File: src/rtl/sm_pkg.sv
package sm_pkg;
  localparam int ADDR_W = 8;
  localparam logic [ADDR_W-1:0] A_FLT   = 8'h0A;
  localparam logic [ADDR_W-1:0] A_MODE  = 8'h12;
  localparam logic [ADDR_W-1:0] A_REMAP = 8'h26;
  localparam logic [ADDR_W-1:0] A_ALLOC = 8'h29;
  localparam logic [ADDR_W-1:0] A_REV   = 8'h41;
  localparam logic [ADDR_W-1:0] A_CTL   = 8'h60;

  typedef enum logic [1:0] {
    CH_OFF    = 2'b00,
    CH_MANUAL = 2'b01,
    CH_SEMI   = 2'b10,
    CH_AUTO   = 2'b11
  } ch_mode_e;
endpackage

File: src/rtl/sm_parity_chk.sv
module sm_parity_chk #(
  parameter int DATA_W = 8
) (
  input  logic [DATA_W-1:0] rd_data,
  input  logic              rd_par,
  input  logic              rd_vld,
  output logic              par_err
);
  // even parity: total ones over data plus parity bit must be even
  assign par_err = rd_vld & (^{rd_data, rd_par});
endmodule

File: src/rtl/sm_ctrl.sv
module sm_ctrl #(
  parameter int REJ_W = 4
) (
  input  logic             clk,
  input  logic             rst,
  input  logic             par_err,
  input  logic             wr_ctl,
  input  logic [1:0]       wr_ctl_bits,
  input  logic             wr_flt_clr,
  input  logic             rej_evt,
  output logic             fault,
  output logic             enter,
  output logic             safe_q,
  output logic             ram_en_q,
  output logic             par_en_q,
  output logic             flt_q,
  output logic [REJ_W-1:0] rej_q
);
  assign fault = par_err & par_en_q;
  assign enter = fault & ~safe_q;

  always_ff @(posedge clk) begin
    if (rst) begin
      safe_q   <= 1'b0;
      ram_en_q <= 1'b0;
      par_en_q <= 1'b0;
      flt_q    <= 1'b0;
      rej_q    <= '0;
    end else begin
      if (wr_ctl) par_en_q <= wr_ctl_bits[1];

      if (fault)       ram_en_q <= 1'b0;
      else if (wr_ctl) ram_en_q <= wr_ctl_bits[0];

      if (fault)                         safe_q <= 1'b1;
      else if (wr_ctl && wr_ctl_bits[0]) safe_q <= 1'b0;

      if (fault)           flt_q <= 1'b1;
      else if (wr_flt_clr) flt_q <= 1'b0;

      if (rej_evt && !(&rej_q)) rej_q <= rej_q + 1'b1;
    end
  end
endmodule

File: src/rtl/sm_chan.sv
module sm_chan (
  input  logic       clk,
  input  logic       rst,
  input  logic       enter,
  input  logic       safe,
  input  logic       wr_mode,
  input  logic [1:0] wmode,
  input  logic       pwr,
  output logic [1:0] mode,
  output logic       en
);
  import sm_pkg::*;
  logic frozen_q;

  always_ff @(posedge clk) begin
    if (rst) begin
      frozen_q <= 1'b0;
      mode     <= CH_OFF;
    end else if (enter) begin
      frozen_q <= pwr;
      if (!pwr) mode <= CH_OFF;
    end else if (wr_mode) begin
      mode <= wmode;
    end
  end

  assign en = ~safe | frozen_q;
endmodule

File: src/rtl/safemode_sup.sv
module safemode_sup #(
  parameter int              NUM_CH = 4,
  parameter int              DATA_W = 8,
  parameter int              REJ_W  = 4,
  parameter logic [DATA_W-1:0] FW_REV = 8'h3A
) (
  input  logic                clk,
  input  logic                rst,
  input  logic [7:0]          host_addr,
  input  logic [DATA_W-1:0]   host_wdata,
  input  logic                host_we,
  output logic [DATA_W-1:0]   host_rdata,
  input  logic [DATA_W-1:0]   mem_rd_data,
  input  logic                mem_rd_par,
  input  logic                mem_rd_vld,
  input  logic [NUM_CH-1:0]   ch_pwr,
  output logic [2*NUM_CH-1:0] ch_mode,
  output logic [NUM_CH-1:0]   ch_en,
  output logic                safe_mode,
  output logic [REJ_W-1:0]    rej_cnt
);
  import sm_pkg::*;
  localparam int MODE_W = 2 * NUM_CH;
  localparam int PAD_W  = MODE_W + DATA_W;
  localparam logic [DATA_W-1:0] REMAP_RST = 8'hE4;

  logic par_err, fault, enter, safe_q, ram_en_q, par_en_q, flt_q;
  logic acc_ok, wr_ctl, wr_flt_clr, wr_mode, wr_remap, wr_alloc, rej_evt;
  logic [DATA_W-1:0] remap_q, alloc_q, rd_nxt;
  logic [PAD_W-1:0]  wpad, mpad;

  sm_parity_chk #(.DATA_W(DATA_W)) u_par (
    .rd_data(mem_rd_data), .rd_par(mem_rd_par), .rd_vld(mem_rd_vld), .par_err(par_err)
  );

  // in safe mode only the control and fault registers accept writes
  assign acc_ok     = ~safe_q || host_addr == A_CTL || host_addr == A_FLT;
  assign rej_evt    = host_we & ~acc_ok;
  assign wr_ctl     = host_we && host_addr == A_CTL;
  assign wr_flt_clr = host_we && host_addr == A_FLT && host_wdata[0];
  assign wr_mode    = host_we && acc_ok && host_addr == A_MODE;
  assign wr_remap   = host_we && acc_ok && host_addr == A_REMAP;
  assign wr_alloc   = host_we && acc_ok && host_addr == A_ALLOC;

  sm_ctrl #(.REJ_W(REJ_W)) u_ctrl (
    .clk(clk), .rst(rst), .par_err(par_err), .wr_ctl(wr_ctl),
    .wr_ctl_bits(host_wdata[1:0]), .wr_flt_clr(wr_flt_clr), .rej_evt(rej_evt),
    .fault(fault), .enter(enter), .safe_q(safe_q), .ram_en_q(ram_en_q),
    .par_en_q(par_en_q), .flt_q(flt_q), .rej_q(rej_cnt)
  );

  assign wpad = {{MODE_W{1'b0}}, host_wdata};

  for (genvar i = 0; i < NUM_CH; i++) begin : g_ch
    sm_chan u_chan (
      .clk(clk), .rst(rst), .enter(enter), .safe(safe_q), .wr_mode(wr_mode),
      .wmode(wpad[2*i +: 2]), .pwr(ch_pwr[i]),
      .mode(ch_mode[2*i +: 2]), .en(ch_en[i])
    );
  end

  always_ff @(posedge clk) begin
    if (rst) begin
      remap_q <= REMAP_RST;
      alloc_q <= '0;
    end else begin
      if (wr_remap) remap_q <= host_wdata;
      if (wr_alloc) alloc_q <= host_wdata;
    end
  end

  assign mpad = {{DATA_W{1'b0}}, ch_mode};

  always_comb begin
    rd_nxt = '0;
    case (host_addr)
      A_FLT:   rd_nxt[0] = flt_q;
      A_MODE:  rd_nxt = mpad[DATA_W-1:0];
      A_REMAP: rd_nxt = remap_q;
      A_ALLOC: rd_nxt = alloc_q;
      A_REV:   rd_nxt = safe_q ? '1 : FW_REV;
      A_CTL:   rd_nxt[1:0] = {par_en_q, ram_en_q};
      default: rd_nxt = '0;
    endcase
  end

  always_ff @(posedge clk) begin
    if (rst) host_rdata <= '0;
    else     host_rdata <= rd_nxt;
  end

  assign safe_mode = safe_q;
endmodule

File: config.mk
export PLATFORM = sky130hd
export DESIGN_NAME = safemode_sup
export DESIGN_NICKNAME = d
export VERILOG_FILES = /design/src/rtl/sm_pkg.sv /design/src/rtl/sm_parity_chk.sv /design/src/rtl/sm_ctrl.sv /design/src/rtl/sm_chan.sv /design/src/rtl/safemode_sup.sv
export SDC_FILE = /design/constraint.sdc
export NUM_CORES = 1
export LEC_CHECK = 0
export CAP_MARGIN = 5
export CORE_ASPECT_RATIO = 1.5
export CORE_MARGIN = 10
export CORE_UTILIZATION = 25
export DETAILED_ROUTE_END_ITERATION = 12
export GPL_TIMING_DRIVEN = 0
export SYNTH_ARGS = -nofsm -noshare
export SYNTH_HDL_FRONTEND = slang
export SYNTH_SLANG_ARGS = --single-unit
File: constraint.sdc
create_clock -name clk -period 2 [get_ports clk]
set_input_delay 0.2 -clock clk [delete_from_list [all_inputs] [get_ports clk]]
set_output_delay 0.2 -clock clk [all_outputs]
set_load 0.01 [all_outputs]
==> qor.txt, run 1 <==
largest net degree at the start of global routing: 15
final hold vios: 0
Final ANT Viol Nets: 0
Initial Util: 0.255
fmax: 521 MHz
Routed WL: 6280 µm
Area Growth Syn to Fin: 51.3%
Die W: 93.6 µm
top post-synthesis cells by area: dfxtp_1 (43%), mux2i_1 (11%), a22o_1 (4.7%)
minimum clock period: 1.92 ns
Worst path max stage delay: 0.48 ns
sequential-to-total area share from yosys stat: 0.434
crit-path max FO: 6
Pint: 0.00157 W
switching share of power: 0.216
Period Utilization, post-route: 0.960
r2r startpoint: u_ctrl.safe_q$_SDFFE_PP0P_
Total GRT Usage: 0.104
number of enable flip-flop cells after synthesis: 0
DR vias: 1870
root buf cell: clkbuf_16
top-area cell type share of the netlist area: 0.434
layout cells sized above 1: 0.173
Critical Path AT: 2.16 ns
GPL Wtd Cong: 0.804
FP Rows: 40
WL/cell: 16.2 µm
max-slew violation count: 0
Worst R2R End: g_ch[3].u_chan.mode[0]$_SDFFE_PP0P_
synthesis-stage register bit count: 44
total grt overflow: 0
PwrDens: 651 nW/µm²
ys async rst share: 0
status: complete, no violations
Leak: 1.26 nW
Placed Cells incl. Taps: 372
CP endpoint: g_ch[3].u_chan.mode[0]$_SDFFE_PP0P_
maximum vdd drop: 375 µV
CTS clock-pin slew for the worst setup and hold paths: 0.06 ns
Setup crit start: mem_rd_data[2]
Vias/cell: 4.82
Final Util: 0.386
number of fillers in the final layout: 791
Setup crit end kind: flop
NetSw: 0.000432 W
cell taking the most area after synthesis: dfxtp_1
Syn Std Cell Area: 2030 µm²
# DRC: 0
clock sinks: 44
Vert. Die Dim: 130 µm
synth unique cells: 44
Rel. slew slack: 0.636
Slowest cell on crit path: clkdlybuf4s50_1
Worst Path Required: 2.23 ns
H-tree depth: 2
vias in the first global route: 2002
CTS tree: done
sequential share of power: 0.439
Port-buffer cells: 55
Max Cap Violations: 0
Synth Instances: 212
Synth Flop Type: dfxtp_1
Worst Skew: 0.00339 ns
Logic pwr share: 0.096
RSZ-0062 raised after global routing: yes
clock power share: 0.465
First-pass DRT Iterations: 4
HPWL after DPL: 4710 µm
Inserted Clock Buffers: 5
Syn Area/Cell: 9.57 µm²
crit path kind: input pin to flop
actual slew at the worst max-slew pin: 0.545 ns
endpoints failing setup: 0
Iter 0 DRT Violations: 116
number of cells on the worst reg-to-reg path: 5
Skew-Pair Late Insertion Delay: 0.29 ns
Hold Path Class: input pin to flop
Die ar.: 12200 µm²
kind of start point of the critical path: input pin
critical path cell sequence: clkdlybuf4s50_1 -> xnor3_1 -> nor3b_2 -> mux2_4 -> a311o_1 -> nand2_2 -> a22o_2
Ports: 58
CTS Buffer Depth: 2
first-pass GRT wire length: 9930 µm
ANT cells: 0
initial antenna violation count: 0
yosys warns: 0
reg2reg setup slack: 0.35 ns
Non-Filler Instances: 388
post-synth net total: 246
fin area: 3070 µm²
Placement Cell Area: 2710 µm²
Core Region: 7960 µm²
Layout Nets: 316
how the worst min path moves through the flow:
stage,slack (ns),cells after the start,startpoint,endpoint
after detailed placement,0.46,2,remap_q[6]$_SDFFE_PP1P_,remap_q[6]$_SDFFE_PP1P_
after global placement,0.46,2,remap_q[2]$_SDFFE_PP1P_,remap_q[2]$_SDFFE_PP1P_
after global routing,0.39,2,rst,alloc_q[0]$_SDFFE_PP0P_
after floorplan,0.33,2,host_wdata[2],remap_q[2]$_SDFFE_PP1P_
final,0.33,2,rst,alloc_q[0]$_SDFFE_PP0P_
after CTS,0.33,2,rst,alloc_q[0]$_SDFFE_PP0P_
through the flow:
| step | hold slack [ns] | total power, W | worst slack [ns] | TNS (ns) |
|---|---|---|---|---|
| global placement | 0.460 | 0.00106 | -0.819 | -22.38 |
| detailed placement | 0.464 | 0.00106 | -0.874 | -23.11 |
| floorplan | 0.325 | 0.000967 | 0.153 | 0 |
| finish | 0.328 | 0.00200 | 0.0792 | 0 |
| global route | 0.392 | 0.00206 | -0.0178 | -0.0332 |
| CTS | 0.327 | 0.00200 | 0.000546 | 0 |
layout make-up:
class                           instances  area (µm²)  share of cell area
Multi-Input combinational cell        155        1200               0.390
Sequential cell                        44         881               0.287
Timing Repair Buffer                   65         632               0.206
Tap cell                              105         131              0.0428
Clock buffer                            5         125              0.0407
Buffer                                  9        52.6              0.0171
Clock inverter                          3        42.5              0.0139
Inverter                                2        7.51             0.00244
layer usage:
metal,vias up,routed length [µm],track usage,share of wire
met3,14,321,0.0253,0.051
met2,50,3270,0.193,0.52
met1,903,2460,0.102,0.39
met5,-,0,0,0
met4,0,223,0.0610,0.036
li1,903,-,-,-
flip-flops by register name, indices dropped and copies added (netlist names):
name / count
g_ch.u_chan.mode: 8
alloc_q: 8
u_ctrl.safe_q: 1
host_rdata: 8
u_ctrl.ram_en_q: 1
u_ctrl.flt_q: 1
u_ctrl.rej_q: 4
u_ctrl.par_en_q: 1
g_ch.u_chan.frozen_q: 4
remap_q: 8
kinds of logic (layout without fill, tap and decap cells):
kind of cell | after synthesis | count (layout) | synth area share
AND/OR/NAND/NOR | 82 | 82 | 0.208
flip-flops | 44 | 44 | 0.434
AO/OA/AOI/OAI | 40 | 40 | 0.146
multiplexers | 24 | 24 | 0.121
buffers and inverters | 13 | 84 | 0.0357
XOR/XNOR | 8 | 8 | 0.0481
adder cells (fa/ha/maj) | 1 | 1 | 0.00616
cell usage in the layout (no fill, tap or decap), types with 2 or more instances in the layout:
cell type,Yosys,routed
dfxtp_1,44,44
nand2_2,0,4
and2_1,4,2
buf_4,4,14
a31oi_1,4,4
clkdlybuf4s50_1,0,45
nor3b_1,4,2
clkbuf_16,0,5
xor2_1,3,3
o21ai_0,4,3
a22o_2,2,2
xnor2_1,3,2
a22oi_1,6,6
nor4_4,1,2
nand3_4,0,2
nand3_1,9,7
clkbuf_1,4,3
and3_1,2,2
a22o_1,11,11
nand2b_1,6,5
a221oi_1,2,2
dlymetal6s2s_1,0,5
a21oi_1,6,6
nor2_1,24,24
nand2_1,21,17
dlygate4sd2_1,0,5
mux2i_1,22,22
synthesized netlist by cell type (3+ instances only):
cell      number
nand2_1       21
clkbuf_1       4
a22o_1        11
xor2_1         3
a21oi_1        6
o21ai_0        4
a22oi_1        6
nand3_1        9
and2_1         4
a31oi_1        4
nand2b_1       6
dfxtp_1       44
mux2i_1       22
buf_4          4
xnor2_1        3
nor2_1        24
nor3b_1        4
power groups by stage:
stage	sequential (W)	combinational (W)	clock, W
after CTS	0.000877	0.000178	0.000940
final	0.000877	0.000192	0.000931
after floorplan	0.000897	0.0000704	0
after detailed placement	0.000897	0.000167	0
after global routing	0.000877	0.000204	0.000976
after global placement	0.000897	0.000164	0
repair_timing:
action	4_1_cts	5_1_grt
pin swaps	10	9
resized for setup	26	13
setup endpoints to repair	30	31
setup buffers	6	4
hold buffers	0	0
worst max-delay path: cells and delay by family:
| kind | cells | cell delay [ns] |
|---|---|---|
| AOI/OAI and AO/OA | 2 | 0.50 |
| buffers and inverters | 1 | 0.48 |
| xor gates and xnor gates | 1 | 0.35 |
| muxes | 1 | 0.32 |
| and+or+nand+nor | 2 | 0.30 |
Power figures use the tool's default switching activity.
==> run 2: changes to the inputs <==
--- a/config.mk
+++ b/config.mk
@@ -6,9 +6,10 @@
 export NUM_CORES = 1
 export LEC_CHECK = 0
 export CAP_MARGIN = 5
-export CORE_ASPECT_RATIO = 1.5
+export CORE_ASPECT_RATIO = 1.2
 export CORE_MARGIN = 10
 export CORE_UTILIZATION = 25
+export CTS_CLUSTER_SIZE = 12
 export DETAILED_ROUTE_END_ITERATION = 12
 export GPL_TIMING_DRIVEN = 0
 export SYNTH_ARGS = -nofsm -noshare
==> run 2 against run 1 <==
Fmax is 3.5% lower. Setup slack worse by 0.069 ns. Flip-flop and latch count stayed put. Utilization is 0.37 points lower. Critical path depth stayed put. Sequential share of layout area is 0.88 points higher. Combinational power is 4% higher. Routed wire length is 2.4% lower. Clock skew is 0.0056 ns higher. Cell count is 3.4% lower. Worst hold slack better by 0.028 ns. Non-clock buffer count is 1 higher.
==> qor.txt, run 2 (same netlist as run 1, synthesis figures left out) <==
vias in the first global route: 1835 (was 2002)
Core Region: 7790 µm² (was 7960 µm²)
largest net degree at the start of global routing: 13 (was 15)
Inserted Clock Buffers: 5 (unchanged)
Placed Cells incl. Taps: 359 (was 372)
Port-buffer cells: 55 (unchanged)
kind of start point of the critical path: input pin (unchanged)
root buf cell: clkbuf_8 (was clkbuf_16)
first-pass GRT wire length: 9420 µm (was 9930 µm)
layout cells sized above 1: 0.152 (was 0.173)
Leak: 1.26 nW (about the same)
Non-Filler Instances: 375 (was 388)
Area Growth Syn to Fin: 46.8% (was 51.3%)
# DRC: 0 (unchanged)
Layout Nets: 317 (was 316)
crit-path max FO: 6 (unchanged)
maximum vdd drop: 349 µV (was 375 µV)
Vias/cell: 4.92 (was 4.82)
H-tree depth: 2 (unchanged)
Worst Skew: 0.00900 ns (was 0.00339 ns)
Skew-Pair Late Insertion Delay: 0.29 ns (about the same)
Initial Util: 0.260 (was 0.255)
crit path kind: input pin to flop (unchanged)
CTS tree: done (unchanged)
ANT cells: 0 (unchanged)
Hold WS: 0.356 ns (was 0.328 ns)
CTS clock-pin slew for the worst setup and hold paths: 0.08 ns (was 0.06 ns)
max-slew violation count: 0 (unchanged)
clock sinks: 44 (unchanged)
Ports: 58 (unchanged)
final hold vios: 0 (unchanged)
Routed WL: 6130 µm (was 6280 µm)
Die ar.: 12100 µm² (was 12200 µm²)
Iter 0 DRT Violations: 106 (was 116)
Rel. slew slack: 0.616 (was 0.636)
most frequent cells in the layout: clkdlybuf4s50_1 (46), dfxtp_1 (44), nor2_1 (24), mux2i_1 (22), nand2_1 (18) (was clkdlybuf4s50_1 (45), dfxtp_1 (44), nor2_1 (24), mux2i_1 (22), nand2_1 (17))
commonest non-fill, non-tap cell in the layout: clkdlybuf4s50_1 (unchanged)
PwrDens: 560 nW/µm² (was 651 nW/µm²)
DR vias: 1844 (was 1870)
Critical Path AT: 2.23 ns (was 2.16 ns)
Final ANT Viol Nets: 0 (unchanged)
HPWL after DPL: 4440 µm (was 4710 µm)
Total GRT Usage: 0.0971 (was 0.104)
Die W: 102 µm (was 93.6 µm)
Vert. Die Dim: 119 µm (was 130 µm)
CTS Buffer Depth: 2 (unchanged)
WL/cell: 16.3 µm (was 16.2 µm)
total grt overflow: 0 (unchanged)
Hold Path Class: input pin to flop (unchanged)
Setup crit end kind: flop (unchanged)
Worst Path Required: 2.24 ns (was 2.23 ns)
actual slew at the worst max-slew pin: 0.577 ns (was 0.545 ns)
endpoints failing setup: 0 (unchanged)
FP Rows: 35 (was 40)
Max Cap Violations: 0 (unchanged)
minimum clock period: 1.99 ns (was 1.92 ns)
Period Utilization, post-route: 0.995 (was 0.960)
status: complete, no violations (unchanged)
fmax: 503 MHz (was 521 MHz)
GPL Wtd Cong: 0.812 (was 0.804)
First-pass DRT Iterations: 4 (unchanged)
initial antenna violation count: 0 (unchanged)
run 2: cell count changes in the layout (fill, tap and decap cells not counted), moves of 2 or more:
cell,delta
dlygate4sd2_1,-5
dlymetal6s2s_1,+4
clkbuf_16,-5
clkbuf_8,+7
and2_1,-2
run 2: layout make-up:
class / instances / area, µm²
plain buffers: 9 / 50.0
well taps: 92 / 115
inverters: 2 / 7.51
repair buffers: 66 / 659
flip-flops and latches: 44 / 881
multi-input cells: 155 / 1170
fillers: 808 / 4820
clock buffers: 7 / 96.3
run 2: critical path: stages:
cell	delay [ns]
clkdlybuf4s50_1	0.42
xnor2_1	0.20
xnor3_1	0.38
mux2_4	0.37
a311o_1	0.37
nand2_2	0.15
a22o_2	0.15
run 2: per-stage QoR:
step                worst slack (ns)  TNS [ns]  instance area, µm²  utilization  power, W
global placement              -0.802    -21.27                2700        0.346   0.00106
finish                        0.0100         0                2980        0.382   0.00167
floorplan                      0.153         0                2030            -  0.000967
global route                 -0.0414   -0.0720                2980        0.382   0.00173
CTS                           0.0101         0                2900        0.372   0.00166
detailed placement            -0.801    -20.96                2700        0.346   0.00106
run 2: final timing paths:
check | end | slack (ns) | cells past startpoint | start
worst max-delay path | g_ch[3].u_chan.mode[0]$_SDFFE_PP0P_ | 0.01 | 7 | mem_rd_data[0]
worst min-delay path | alloc_q[0]$_SDFFE_PP0P_ | 0.36 | 2 | rst
worst max register to register | g_ch[3].u_chan.mode[0]$_SDFFE_PP0P_ | 0.15 | 5 | u_ctrl.safe_q$_SDFFE_PP0P_
worst min register to register | remap_q[6]$_SDFFE_PP1P_ | 0.48 | 2 | remap_q[6]$_SDFFE_PP1P_
run 2: power by group:
group          switching, W  total [W]  internal, W
clock              0.000284   0.000592     0.000308
sequential      0.000000508   0.000876     0.000876
combinational     0.0000873   0.000200     0.000113
total              0.000372    0.00167      0.00130
run 2: per-layer routing:
metal | routed length, µm | global-route usage
met1 | 2680 | 0.118
met2 | 2760 | 0.149
met3 | 481 | 0.0367
met4 | 206 | 0.0406
met5 | 0 | 0
run 2: what timing repair did:
action | in CTS | in global routing
pin swaps | 8 | 10
setup endpoints to repair | 30 | 28
setup buffers | 7 | 4
gates resized for setup | 17 | 16
hold buffers | 0 | 0
